File: src/rtl/ata_strobe_pkg.sv
package ata_strobe_pkg;
  localparam int WORD_W = 32;
  localparam int PRE_W  = 3;
  localparam int ACT_W  = 5;
  localparam int REC_W  = 4;
  localparam int CNT_W  = ACT_W;

  localparam logic [WORD_W-1:0] MASK_PIO  = 32'hcfc3ffff;
  localparam logic [WORD_W-1:0] MASK_MDMA = 32'h31c001ff;
  localparam logic [WORD_W-1:0] MASK_UDMA = 32'h303c0000;

  typedef enum logic [1:0] {CLS_PIO, CLS_MDMA, CLS_UDMA, CLS_NONE} modeClass_t;

  typedef struct packed {
    logic [PRE_W-1:0] pre;
    logic [ACT_W-1:0] act;
    logic [REC_W-1:0] rec;
  } phaseTimes_t;

  typedef struct packed {
    logic accept;
    logic ldPre;
    logic ldAct;
    logic ldRec;
    logic active;
  } ctlStrobes_t;

  function automatic phaseTimes_t pickTimes(logic [WORD_W-1:0] w, logic taskFile);
    phaseTimes_t t;
    if (taskFile) begin
      t.pre = w[27:25];
      t.act = w[17:13];
      t.rec = w[12:9];
    end else begin
      t.pre = w[24:22];
      t.act = w[8:4];
      t.rec = w[3:0];
    end
    return t;
  endfunction

  function automatic logic [WORD_W-1:0] classMask(modeClass_t c);
    case (c)
      CLS_PIO:  return MASK_PIO;
      CLS_MDMA: return MASK_MDMA;
      CLS_UDMA: return MASK_UDMA;
      default:  return '0;
    endcase
  endfunction
endpackage

File: src/rtl/strobe_ctrl.sv
module strobe_ctrl
  import ata_strobe_pkg::*;
(
  input  logic        clk,
  input  logic        rstN,
  input  logic        reqValid,
  input  logic        preZero,
  input  logic        cntZero,
  output ctlStrobes_t ctl,
  output logic        busy,
  output logic        done
);
  typedef enum logic [1:0] {ST_IDLE, ST_PRE, ST_ACT, ST_REC} phase_t;
  phase_t state, stateNext;
  logic accept;

  assign done   = (state == ST_REC) && cntZero;
  assign busy   = (state != ST_IDLE) && !done;
  assign accept = reqValid && !busy;

  always_comb begin
    stateNext  = state;
    ctl        = '0;
    ctl.accept = accept;
    ctl.active = (state == ST_ACT);
    case (state)
      ST_IDLE: if (accept) begin
        if (preZero) begin stateNext = ST_ACT; ctl.ldAct = 1'b1; end
        else begin stateNext = ST_PRE; ctl.ldPre = 1'b1; end
      end
      ST_PRE: if (cntZero) begin stateNext = ST_ACT; ctl.ldAct = 1'b1; end
      ST_ACT: if (cntZero) begin stateNext = ST_REC; ctl.ldRec = 1'b1; end
      ST_REC: if (cntZero) begin
        if (accept) begin stateNext = ST_ACT; ctl.ldAct = 1'b1; end
        else stateNext = ST_IDLE;
      end
      default: stateNext = ST_IDLE;
    endcase
  end

  always_ff @(posedge clk) begin
    if (!rstN) state <= ST_IDLE;
    else       state <= stateNext;
  end
endmodule

File: src/rtl/strobe_dp.sv
module strobe_dp
  import ata_strobe_pkg::*;
#(
  parameter logic [WORD_W-1:0] RESET_WORD = '0
) (
  input  logic              clk,
  input  logic              rstN,
  input  ctlStrobes_t       ctl,
  input  logic              cfgWe,
  input  logic [1:0]        cfgClass,
  input  logic [WORD_W-1:0] cfgWord,
  input  logic              reqWrite,
  input  logic              reqTaskFile,
  output logic [WORD_W-1:0] timingWord,
  output logic              preZero,
  output logic              cntZero,
  output logic              rdStrobeN,
  output logic              wrStrobeN
);
  logic [WORD_W-1:0] timingReg;
  logic [WORD_W-1:0] wrMask;
  phaseTimes_t liveTimes, heldTimes, useTimes;
  logic [CNT_W-1:0] cnt;
  logic dirWriteQ;

  assign wrMask    = classMask(modeClass_t'(cfgClass));
  assign liveTimes = pickTimes(timingReg, reqTaskFile);
  assign useTimes  = ctl.accept ? liveTimes : heldTimes;
  assign preZero   = (liveTimes.pre == '0);
  assign cntZero   = (cnt == '0);
  assign timingWord = timingReg;
  assign rdStrobeN = !(ctl.active && !dirWriteQ);
  assign wrStrobeN = !(ctl.active && dirWriteQ);

  always_ff @(posedge clk) begin
    if (!rstN) timingReg <= RESET_WORD;
    else if (cfgWe) timingReg <= (timingReg & ~wrMask) | (cfgWord & wrMask);
  end

  always_ff @(posedge clk) begin
    if (!rstN) begin
      heldTimes <= '0;
      dirWriteQ <= 1'b0;
    end else if (ctl.accept) begin
      heldTimes <= liveTimes;
      dirWriteQ <= reqWrite;
    end
  end

  always_ff @(posedge clk) begin
    if (!rstN)          cnt <= '0;
    else if (ctl.ldPre) cnt <= CNT_W'(useTimes.pre) - CNT_W'(1);
    else if (ctl.ldAct) cnt <= CNT_W'(useTimes.act);
    else if (ctl.ldRec) cnt <= CNT_W'(useTimes.rec);
    else if (!cntZero)  cnt <= cnt - CNT_W'(1);
  end
endmodule

File: src/rtl/ata_strobe_gen.sv
module ata_strobe_gen
  import ata_strobe_pkg::*;
#(
  parameter logic [WORD_W-1:0] RESET_WORD = '0
) (
  input  logic              clk,
  input  logic              rstN,
  input  logic              cfgWe,
  input  logic [1:0]        cfgClass,
  input  logic [WORD_W-1:0] cfgWord,
  input  logic              reqValid,
  input  logic              reqWrite,
  input  logic              reqTaskFile,
  output logic [WORD_W-1:0] timingWord,
  output logic              rdStrobeN,
  output logic              wrStrobeN,
  output logic              busy,
  output logic              done
);
  ctlStrobes_t ctl;
  logic preZero, cntZero;

  strobe_ctrl uCtrl (
    .clk(clk), .rstN(rstN), .reqValid(reqValid), .preZero(preZero),
    .cntZero(cntZero), .ctl(ctl), .busy(busy), .done(done)
  );

  strobe_dp #(.RESET_WORD(RESET_WORD)) uDp (
    .clk(clk), .rstN(rstN), .ctl(ctl), .cfgWe(cfgWe), .cfgClass(cfgClass),
    .cfgWord(cfgWord), .reqWrite(reqWrite), .reqTaskFile(reqTaskFile),
    .timingWord(timingWord), .preZero(preZero), .cntZero(cntZero),
    .rdStrobeN(rdStrobeN), .wrStrobeN(wrStrobeN)
  );
endmodule

File: config.mk
export PLATFORM = sky130hd
export DESIGN_NAME = ata_strobe_gen
export DESIGN_NICKNAME = d
export VERILOG_FILES = /design/src/rtl/ata_strobe_pkg.sv /design/src/rtl/strobe_ctrl.sv /design/src/rtl/strobe_dp.sv /design/src/rtl/ata_strobe_gen.sv
export SDC_FILE = /design/constraint.sdc
export NUM_CORES = 1
export LEC_CHECK = 0
export CAP_MARGIN = 20
export CORE_UTILIZATION = 62
export CTS_CLUSTER_DIAMETER = 120
export DETAILED_ROUTE_END_ITERATION = 10
export DONT_BUFFER_PORTS = 1
export HOLD_SLACK_MARGIN = 0.02
export PLACE_DENSITY_LB_ADDON = 0.15
export SLEW_MARGIN = 20
export SYNTH_ARGS = -nofsm -noshare
export SYNTH_HDL_FRONTEND = slang
export SYNTH_SLANG_ARGS = --single-unit
File: constraint.sdc
create_clock -name clk -period 3.09 [get_ports clk]
set_clock_uncertainty 0.1 [all_clocks]
set_input_delay 0.309 -clock clk [delete_from_list [all_inputs] [get_ports clk]]
set_output_delay 0.309 -clock clk [all_outputs]
set_load 0.01 [all_outputs]
==> flow_summary.ini <==
[run_status]
outcome = finished, final reports clean

[power]
seq_power_share_pct = 43.6
internal_power_mw = 1.29
p_sw_share_pct = 31.5
combinationalPowerShare_pct = 30.5
finalPower_mw = 1.89
p_sw_mw = 0.595
peakVddDrop_mv = 0.482
clkPwrFrac_pct = 25.8
p_per_area_nw_per_um2 = 715
leakage_nw = 1.11

[global_routing]
grt_max_degree = 49
grt_pass1_wl_um = 7910
grt_pass1_vias = 1698
grt_antenna_before_repair = 0
grt_usage_pct = 24.7
overflow = 0

[clock_network]
cts_buffer_depth = 2
cts_num_sinks = 52
cts_resized = 0
cts_tree = done
h-tree-depth = 2
clkTransAtPathRegs_ps = 100
clkLatencyLatePin_ps = 300
cts_buffers = 5
post_cts_buffers = 0
clockRootBuffer = clkbuf_8
hold_buffers = 1

[placement]
hpwl_um = 3700
gp_congestion = 0.864
preCtsSetupSlack_ps = 686
port_buffers = 0

[finish]
regArea_um2 = 1040
utilization_pct = 70.5
multi_input_area_um2 = 1370
num-fill-cells = 312
area_delta_synth_final_pct = 6.51
nets = 315
num_antenna_cells = 0
drive_above_1_share_pct = 9.67

[logic_synthesis]
ys_warn_count = 0
async_reset_ff_share_pct = 0
synth_edf_count = 0
syn_nets = 317
netlist_area_um2 = 2480
synth_flop_cell = dfxtp_1
ys_ff_latch = 52
synthCells = 270
synth.distinct_cells = 42
ys_seq_area_share_pct = 42.0
syn_avg_cell_area_um2 = 9.18

[setup_path]
rr_startpoint = uDp.cnt[0]$_SDFFE_PN0P_
critPathLaunchType = flop
slowest_stage = or4b_4
required_ps = 3180
crit_chain = inv_1 -> ha_1 -> or4b_4 -> o21ai_4 -> buf_4 -> mux2_2 -> o211ai_1 -> a21boi_1
path_max_fanout = 13
crit_path_end_kind = flop
worstRegToRegCells = 8
rrSetupSlack_ps = 670
cp.arrival_ps = 2520
slowest_delay_ps = 500
crit_type = flop to flop
cp.buffers_inverters = 2
reg2reg_to = uDp.cnt[0]$_SDFFE_PN0P_
critical-path-top-delay-family = simple AND/OR/NAND/NOR gates

[hold_path]
hold_class = primary input to flop
hp-start = cfgWord[31]
min_path_cells = 2

[routing]
ant_nets = 0
routedWlPerCell_um = 15.8
wirelength_um = 4990
drtIter0Drc = 134
drc = 0
vias = 1851
viasPerCell = 5.84
dr.pass1.iters = 4

[timing]
slew_headroom_pct = 50.8
min_period_ps = 2420
min_period_over_period_pct = 78.5
setup_tns_ps = 0
worst_slack_ps = 666
hold_viol_final = 0
worst_pin_slew_ps = 738
rsz0062_at_grt = false
setup_viol = 0
fmax_ghz = 0.412
slew_viol_final = 0

[die]
dieArea_um2 = 4250
initial_core_util_pct = 66.2
dieWidth_um = 65.2
die_h_um = 65.2
num_rows = 22
core_area_um2 = 3740
ios = 76

[flow_run]
maxCapViolations = 0
[final cells by class]
type                    count  share of cell area, %
multi-input cells         200                   51.8
clock inverters             2                   1.47
repair buffers              4                   1.23
clock buffers               6                   3.13
flip-flops and latches     52                   39.4
well taps                  48                   2.27
inverters                   5                  0.711
[synth_stat cells (3+ instances only)]
cell type | instances | area share (%)
inv_1 | 5 | 0.76
nand2_1 | 49 | 7.4
a21boi_0 | 21 | 6.4
o211a_1 | 4 | 1.6
a21oi_1 | 3 | 0.61
nand3_1 | 8 | 1.6
ha_1 | 7 | 3.5
and2_1 | 3 | 0.76
dfxtp_1 | 52 | 42
nand2b_1 | 3 | 0.76
nor2b_1 | 20 | 5.0
nor4_1 | 3 | 0.76
nor2_1 | 11 | 1.7
and3_1 | 5 | 1.3
mux2i_1 | 22 | 8.9
clkbuf_1 | 10 | 1.5
mux2_2 | 8 | 3.6
o211ai_1 | 3 | 0.91
[logic make-up after synthesis]
logic type	Yosys count	synth area share (%)
simple gates	114	23.3
mux	31	13.0
flops	52	42.0
fa+ha+maj	7	3.53
xor+xnor	4	1.41
buf+inv	18	2.88
compound gates	44	13.9
[power by group through the flow]
stage	clock, mW	combinational (mW)	sequential, mW
global route	0.520	0.641	0.833
detailed placement	0	0.571	0.838
global placement	0	0.564	0.837
CTS	0.496	0.577	0.822
floorplan	0	0.492	0.808
finish	0.488	0.576	0.824
[placed cells by master, fill, tap and decap left out, types with 3 or more instances in the layout]
master / instances
inv_1: 5
mux2i_1: 22
nand2b_1: 3
o211a_1: 4
o211ai_1: 3
clkbuf_8: 6
nor4_1: 3
and2_1: 3
nand2_1: 49
and3_1: 5
nor2_1: 11
mux2_2: 8
nand3_1: 8
nor2b_1: 20
ha_1: 7
buf_4: 3
dfxtp_1: 52
a21boi_0: 21
a21oi_1: 3
[metal layers]
layer | vias to the layer above | wire length (µm) | GRT usage, %
met1 | 854 | 2280 | 29.3
met5 | - | 0 | 0
met4 | 0 | 85 | 10.9
li1 | 928 | - | -
met3 | 6 | 334 | 6.77
met2 | 63 | 2290 | 41.4
[stage by stage]
step                cells  area [µm²]  hold WS (ps)
CTS                   317        2640          27.4
finish                317        2640          36.7
global route          317        2640          31.7
floorplan             270        2480           354
global placement      308        2510           332
detailed placement    308        2510           333
[worst max path at each step]
stage                                  from                       to  slack, ps  cells past startpoint
detailed placement  uDp.cnt[0]$_SDFFE_PN0P_  uDp.cnt[0]$_SDFFE_PN0P_        690                      8
CTS                 uDp.cnt[0]$_SDFFE_PN0P_  uDp.cnt[1]$_SDFFE_PN0P_        660                      8
global route        uDp.cnt[0]$_SDFFE_PN0P_  uDp.cnt[1]$_SDFFE_PN0P_        530                      8
finish              uDp.cnt[0]$_SDFFE_PN0P_  uDp.cnt[0]$_SDFFE_PN0P_        670                      8
floorplan           uDp.cnt[0]$_SDFFE_PN0P_  uDp.cnt[2]$_SDFFE_PN0P_        880                      7
global placement    uDp.cnt[0]$_SDFFE_PN0P_  uDp.cnt[1]$_SDFFE_PN0P_        760                      8
[worst reg2reg max path, cell delays in order (launching register included)]
cell	delay [ps]
dfxtp_1	350
inv_1	90
ha_1	160
or4b_4	500
o21ai_4	250
buf_4	250
mux2_2	360
o211ai_1	160
a21boi_1	90
(Power assumes the default switching activity.)
